<file path="src/rtl/mod2n1_pkg.sv">
`timescale 1ns/1ps
// Package: shared elaboration helpers for the modulo 2^N-1 adder.
// Assumes widths of at least 2 bits.
package mod2n1_pkg;

    // Number of Brent-Kung levels needed to span n bit positions.
    function automatic int bk_levels(input int n);
        int lv;
        lv = 0;
        while ((1 << lv) < n) lv++;
        return lv;
    endfunction

endpackage

</file>
<file path="src/rtl/mod_pg_pre.sv">
`timescale 1ns/1ps
// Module: mod_pg_pre
// Per-bit preprocessing of the prefix adder: generate is the AND of the
// operand bits, propagate is their XOR. Assumes no incoming carry.
module mod_pg_pre #(
    parameter int N = 8
) (
    input  logic [N-1:0] opa_i,
    input  logic [N-1:0] opb_i,
    output logic [N-1:0] gen_o,
    output logic [N-1:0] prp_o
);

    // Bitwise generate and propagate terms.
    always_comb begin
        gen_o = opa_i & opb_i;
        prp_o = opa_i ^ opb_i;
    end

endmodule

</file>
<file path="src/rtl/mod_bk_tree.sv">
`timescale 1ns/1ps
// Module: mod_bk_tree
// Brent-Kung prefix carry network. The bit vector is padded up to a power
// of two. An up-sweep builds power-of-two aligned groups, and a down-sweep
// fills in the remaining prefixes. Outputs the group generate G[i:0] for
// every bit (the carry out of bit i) and the group propagate P[N-1:0].
// Assumes N >= 2 and a zero carry into bit 0.
module mod_bk_tree
    import mod2n1_pkg::*;
#(
    parameter int N = 8
) (
    input  logic [N-1:0] gen_i,
    input  logic [N-1:0] prp_i,
    output logic [N-1:0] carry_o,
    output logic         allp_o
);

    localparam int L = bk_levels(N);
    localparam int W = 1 << L;
    localparam int D = L - 1;

    logic [W-1:0] ug [0:L];
    logic [W-1:0] up [0:L];
    logic [W-1:0] dg [0:D];
    logic [W-1:0] dp [0:D];

    // Load the padded level-0 terms; pad bits neither generate nor propagate.
    for (genvar i = 0; i < W; i++) begin : g_load
        if (i < N) begin : g_real
            assign ug[0][i] = gen_i[i];
            assign up[0][i] = prp_i[i];
        end else begin : g_pad
            assign ug[0][i] = 1'b0;
            assign up[0][i] = 1'b0;
        end
    end

    // Up-sweep: merge the aligned group of size 2^l below each node.
    for (genvar l = 0; l < L; l++) begin : g_up
        for (genvar i = 0; i < W; i++) begin : g_node
            if (((i + 1) % (2 << l)) == 0) begin : g_black
                assign ug[l+1][i] = ug[l][i] | (up[l][i] & ug[l][i-(1<<l)]);
                assign up[l+1][i] = up[l][i] & up[l][i-(1<<l)];
            end else begin : g_buf
                assign ug[l+1][i] = ug[l][i];
                assign up[l+1][i] = up[l][i];
            end
        end
    end

    assign dg[0] = ug[L];
    assign dp[0] = up[L];

    // Down-sweep: extend mid-span nodes with the full prefix below them.
    for (genvar k = 0; k < D; k++) begin : g_down
        localparam int S = 1 << (L - 2 - k);
        for (genvar i = 0; i < W; i++) begin : g_node
            if ((((i + 1) % (2 * S)) == S) && (i >= 3 * S - 1)) begin : g_black
                assign dg[k+1][i] = dg[k][i] | (dp[k][i] & dg[k][i-S]);
                assign dp[k+1][i] = dp[k][i] & dp[k][i-S];
            end else begin : g_buf
                assign dg[k+1][i] = dg[k][i];
                assign dp[k+1][i] = dp[k][i];
            end
        end
    end

    // Export the prefixes of the real bit positions.
    always_comb begin
        carry_o = dg[D][N-1:0];
        allp_o  = dp[D][N-1];
    end

    logic unused_tree;
    assign unused_tree = ^{dg[D], dp[D]};

    // A group cannot both generate and propagate a carry.
    always_comb begin
        p_cout_allp_excl_r3: assert (!(carry_o[N-1] && allp_o))
            else $error("carry out and full propagate both set");
    end

endmodule

</file>
<file path="src/rtl/mod_excess_one.sv">
`timescale 1ns/1ps
// Module: mod_excess_one
// Conditional binary-to-excess-one converter. When inc_i is set, bit i flips
// if all lower bits of the raw sum are ones (a prefix AND chain). This gives
// raw + 1 modulo 2^N. Assumes inc_i comes from the prefix network.
module mod_excess_one #(
    parameter int N = 8
) (
    input  logic [N-1:0] raw_i,
    input  logic         inc_i,
    output logic [N-1:0] sum_o
);

    logic [N:0] run;

    assign run[0] = inc_i;

    // Ripple the "all lower ones" condition and toggle each bit.
    for (genvar i = 0; i < N; i++) begin : g_bit
        assign run[i+1]  = run[i] & raw_i[i];
        assign sum_o[i]  = raw_i[i] ^ run[i];
    end

    logic unused_top;
    assign unused_top = run[N];

    // Without an increment request the raw sum passes through unchanged.
    always_comb begin
        p_passthru_r5: assert (inc_i || (sum_o == raw_i))
            else $error("excess-one unit altered sum with no request");
    end

endmodule

</file>
<file path="src/rtl/mod2n1_adder.sv">
`timescale 1ns/1ps
// Module: mod2n1_adder
// Combinational adder modulo 2^N-1 with a single zero encoding. A Brent-Kung
// prefix adder forms the raw sum. Its carry out or its full-width propagate
// requests an increment, which the excess-one unit applies.
// Assumes both operands are canonical residues (never all ones).
module mod2n1_adder #(
    parameter int N = 8
) (
    input  logic [N-1:0] opa_i,
    input  logic [N-1:0] opb_i,
    output logic [N-1:0] sum_o
);

    localparam logic [N-1:0] ONES = {N{1'b1}};

    logic [N-1:0] gen;
    logic [N-1:0] prp;
    logic [N-1:0] carry;
    logic         allp;
    logic [N-1:0] raw;
    logic         inc;

    mod_pg_pre #(.N(N)) u_pre (
        .opa_i (opa_i),
        .opb_i (opb_i),
        .gen_o (gen),
        .prp_o (prp)
    );

    mod_bk_tree #(.N(N)) u_tree (
        .gen_i   (gen),
        .prp_i   (prp),
        .carry_o (carry),
        .allp_o  (allp)
    );

    // Postprocessing: raw sum bits from propagate and incoming prefix carry.
    always_comb begin
        raw[0] = prp[0];
        for (int i = 1; i < N; i++) raw[i] = prp[i] ^ carry[i-1];
    end

    // Increment request: end-around carry, or raw sum equal to all ones.
    assign inc = carry[N-1] | allp;

    mod_excess_one #(.N(N)) u_inc (
        .raw_i (raw),
        .inc_i (inc),
        .sum_o (sum_o)
    );

    // Canonical inputs must give a canonical, correct residue.
    always_comb begin
        if ((opa_i != ONES) && (opb_i != ONES)) begin
            p_no_all_ones_r2: assert (sum_o != ONES)
                else $error("all-ones result from canonical inputs");
            p_mod_value_r1: assert ({1'b0, sum_o} ==
                                    (({1'b0, opa_i} + {1'b0, opb_i}) % {1'b0, ONES}))
                else $error("modular sum mismatch");
        end
    end

endmodule

</file>
<file path="config.mk">
export PLATFORM = sky130hd
export DESIGN_NAME = mod2n1_adder
export DESIGN_NICKNAME = d
export VERILOG_FILES = /design/src/rtl/mod2n1_pkg.sv /design/src/rtl/mod_pg_pre.sv /design/src/rtl/mod_bk_tree.sv /design/src/rtl/mod_excess_one.sv /design/src/rtl/mod2n1_adder.sv
export SDC_FILE = /design/constraint.sdc
export NUM_CORES = 1
export LEC_CHECK = 0
export CAP_MARGIN = 40
export CORE_AREA = 5 5 42 44
export DETAILED_ROUTE_END_ITERATION = 10
export DIE_AREA = 0 0 47 49
export DONT_BUFFER_PORTS = 1
export GPL_ROUTABILITY_DRIVEN = 0
export GPL_TIMING_DRIVEN = 0
export PLACE_DENSITY = 0.41
export RECOVER_POWER = 25
export SYNTH_ARGS = -nofsm -noshare
export SYNTH_HDL_FRONTEND = slang
export SYNTH_HIERARCHICAL = 1
export SYNTH_SLANG_ARGS = --single-unit
</file>
<file path="constraint.sdc">
create_clock -name vclk -period 7.9
set_clock_uncertainty 0.1 [all_clocks]
set_input_delay 0.395 -clock vclk [all_inputs]
set_output_delay 0.395 -clock vclk [all_outputs]
set_load 0.02 [all_outputs]
</file>
Word level (Yosys, flattened, before mapping)
Index checks and enable logic that the tools add are counted.
Operators by class
  bitwise gates (word level): 54
Operators with widths (number)
  $and A1 B1 Y1: 25
  $xor A1 B1 Y1: 15
  $or A1 B1 Y1: 12
  $and A8 B8 Y8: 1
  $xor A8 B8 Y8: 1
Word-level totals
  flip-flop bits (word level): 0
  input port bits: 16
  output and inout bits: 8
  logic and storage cells: 54

Logic depth before layout (Yosys ltp)
  word-level depth: 16
  mapped depth: 13
  gate-level depth less buffers: 13

Cells and area by module
Netlist, hierarchy kept.
By module, submodules not included
  mod_bk_tree: times used 1, cells each 23, area an instance 137.6 µm², seq. area each 0.0 µm²
  mod_pg_pre: times used 1, cells each 8, area an instance 100.1 µm², seq. area each 0.0 µm²
  mod_excess_one: times used 1, cells each 8, area an instance 96.3 µm², seq. area each 0.0 µm²
  mod2n1_adder: times used 1, cells each 8, area an instance 67.6 µm², seq. area each 0.0 µm²

Worst setup path after synthesis
OpenSTA, ideal clock, no wires.
  path kind: in2out
  start: in opa_i[1]
  end: out sum_o[7]
  arrival time: 2938 ps
  required time: 7405 ps
  path slack: 4467 ps
  stages on the path: 13
  path buffers: 0
  cell sequence: ha_1 -> a21oi_2 -> o21a_2 -> o221ai_1 -> or2_1 -> ha_1 -> ha_1 -> ha_1 -> ha_1 -> ha_1 -> ha_1 -> ha_1 -> xor2_1
Between the ends
  longest elaborated chain between the ends: 16
  elaborated cells on any way between the ends: 35
  classes of those cells: 35 x bitwise
Ends and longest elaborated chain
  start, declared: line mod2n1_adder.sv:10  | input logic [N-1:0] opa_i,
  $xor A8 B8 Y8: line mod_pg_pre.sv:17  | prp_o = opa_i ^ opb_i;
  $and A1 B1 Y1: line mod_bk_tree.sv:43  | assign ug[l+1][i] = ug[l][i] | (up[l][i] & ug[l][i-(1<<l)]);
  $or A1 B1 Y1 *: line mod_bk_tree.sv:43
  $and A1 B1 Y1 *: line mod_bk_tree.sv:43
  $or A1 B1 Y1 *: line mod_bk_tree.sv:43
  $and A1 B1 Y1 *: line mod_bk_tree.sv:43
  $or A1 B1 Y1 *: line mod_bk_tree.sv:43
  via carry[7]: line mod2n1_adder.sv:19  | logic [N-1:0] carry;
  $or A1 B1 Y1 *: line mod2n1_adder.sv:45  | assign inc = carry[N-1] | allp;
  via inc: line mod2n1_adder.sv:22  | logic inc;
  $and A1 B1 Y1 * (7 in series): line mod_excess_one.sv:20  | assign run[i+1] = run[i] & raw_i[i];
  $xor A1 B1 Y1 *: line mod_excess_one.sv:21  | assign sum_o[i] = raw_i[i] ^ run[i];
  end, declared: line mod2n1_adder.sv:12  | output logic [N-1:0] sum_o
The timed path passes the listed nets; every way through them passes the cells marked *.

Worst setup path after layout
Ends and elaborated chain as after synthesis.

==> metrics.md <==
| Metric | Value |
|---|---|
| GR Overflow Total | `0` |
| FF+latch count | `0` |
| Most common cell type on the critical path | `ha_1` |
| Antenna violations before repair | `0` |
| CP top delay family | `adder cells` |
| Core area | `~1400 sq um` |
| Post-synthesis cell count | `47` |
| Routed vias | `326` |
| Hold Crit Depth | `2` |
| Commonest non-fill, non-tap cell in the layout | `ha_1` |
| Worst-Margin Slew | `0.4473 ns` |
| Worst EP required | `approximately 7.4 ns` |
| Compound-cell area share of the yosys netlist | `0.2181` |
| Period minus WS final | `roughly 3.6 ns` |
| Syn_nets | `between 70 and 80` |
| Worst min path class | `in -> out` |
| Vias in the first global route | `317` |
| Commonest non-fill, non-tap cells in the layout | `ha_1, xor2_1, inv_1, a21oi_1, a21o_1` |
| Final period util | `0.4556` |
| CP Max Fanout | `3` |
| Total power per unit cell area | `116.2 nW/um^2` |
| Area after DPL | `421.7 sq um` |
| Max layer used | `met3` |
| Sequential area share after synthesis | `0` |
| Area Growth Syn to Fin | `4.050%` |
| RSZ-0062 raised after global routing | `false` |
| 1st-iter DRT viols | `0` |
| Die height | `49 microns` |
| Util after Layout | `0.2982` |
| Die width | `47 microns` |
| Post-route setup TNS | `0 ns` |
| Post-CTS resize count | `0` |
| Post-synthesis adder-cell area fraction | `0.4673` |
| Met2 routed WL | `336 microns` |
| Slew Viols, Final | `0` |
| Vias per Instance | `roughly 5.2` |
| CP cell instances | `ha_1 -> a21oi_1 -> o21a_2 -> o221ai_1 -> or2_1 -> ha_1 -> ha_1 -> ha_1 -> ha_1 -> ha_1 -> ha_1 -> ha_1 -> xor2_1` |
| Row cnt | `14` |
| CP Class | `in -> out` |
| Diode count | `0` |
| IO Port Bufs | `0` |
| PnR Total Power | `48.57 uW` |
| Final hold viol count | `0` |
| Max stage delay cell, worst path | `xor2_1` |
| Initial Utilization | `0.2866` |
| DRT Pass-1 Iters | `1` |
| Relative slew slack | `0.7008` |
| DR WL met3 | `74 microns` |
| Simple-Gate Fraction of Synth Area | `0.07477` |
| Post-CTS setup buffers | `0` |
| Post-CTS Hold Fix Bufs | `0` |
| IO Count | `24` |
| Mapped cell area | `401.6 sq um` |
| Residual DRC count | `0` |
| Synth Area in XOR/XNOR | `0.1745` |
| Worst stage delay on the critical path | `0.39 ns` |
| WP buf/inv | `0` |
| Reg area | `0 sq um` |
| Pleak | `0.2431 nW` |
| M1 WL | `350 microns` |
| Layout Nets | `80` |
| Crit. End Element | `primary output` |
| Cell variety after synth | `18` |
| WL final | `760 microns` |
| Hold slack | `1.050 ns` |
| CLK BUF | `0` |
| Fmax | `277.8 MHz` |
| CP endpoint | `sum_o[7]` |
| Crit path DAT | `3.10 ns` |
| Post-synthesis mux area share | `0` |
| Tot GR Track Use | `0.06807` |
| Main combinational cell family by area after synthesis | `adder cells` |
| Final instance area | `roughly 420 sq um` |
| WL/cell | `12.06 microns` |
| Post-DP HPWL | `approximately 720 microns` |
| Global-route wire length before repair | `1255 microns` |
| Worst hold start | `opb_i[0]` |
| Ys Warns | `6` |
| CP Launch Point | `opa_i[1]` |
| Largest net degree at the start of global routing | `6` |
| Syn_area_per_cell | `8.545 sq um` |
| Status | `completed` |
| Instance count on the critical path | `13` |
| Worst VDD drop | `just under 0.03 mV` |
| Fraction of layout cells with a size suffix above 1 | `0.06383` |
| Max Cap Viol | `0` |
| Full die area | `2303 sq um` |
| Final setup fails | `0` |
| Worst setup SP type | `primary input` |
| Post-route ant nets | `0` |
-- worst min path at each step --
stage / slack, ns / end
2_1_floorplan: 1.04 / sum_o[0]
3_3_place_gp: 1.06 / sum_o[0]
3_5_place_dp: 1.06 / sum_o[0]
4_1_cts: 1.06 / sum_o[0]
5_1_grt: 1.09 / sum_o[0]
6_report: 1.05 / sum_o[0]
-- cells in the mapped netlist (2+ instances only) --
| library cell | instances | area share |
|---|---|---|
| xor2_1 | 8 | 0.17 |
| inv_1 | 4 | 0.037 |
| a21o_1 | 3 | 0.056 |
| ha_1 | 15 | 0.47 |
| nand2_1 | 2 | 0.019 |
| nor3_1 | 2 | 0.025 |
| a21oi_1 | 2 | 0.025 |
-- through the flow --
step	instances	setup WS, ns
global route	63	4.105
detailed placement	63	4.266
global placement	63	4.273
finish	63	4.301
CTS	63	4.271
floorplan	47	4.467
-- kinds of logic (layout without fill, tap and decap cells) --
group / count (synthesis) / in the layout
compound gates: 12 / 12
xor+xnor: 8 / 8
fa+ha+maj: 15 / 15
buf+inv: 6 / 6
simple gates: 6 / 6
-- layout make-up --
cell class	count	area, sq um
fillers	168	983.4
inverters	5	18.77
well taps	16	20.02
plain buffers	1	7.507
multi-input cells	41	371.6
-- layer usage --
| layer | global-route usage | vias up |
|---|---|---|
| met3 | 0.01107 | 0 |
| met4 | 0 | 0 |
| met5 | 0 | - |
| met1 | 0.1065 | 142 |
| met2 | 0.1018 | 12 |
| li1 | - | 172 |
-- report_power, final --
part           switching (mW)  internal [mW]  total (mW)
clock network               0              0           0
logic                  0.0305         0.0181      0.0486
registers                   0              0           0
Note: power is estimated with default switching activity, not from simulation.
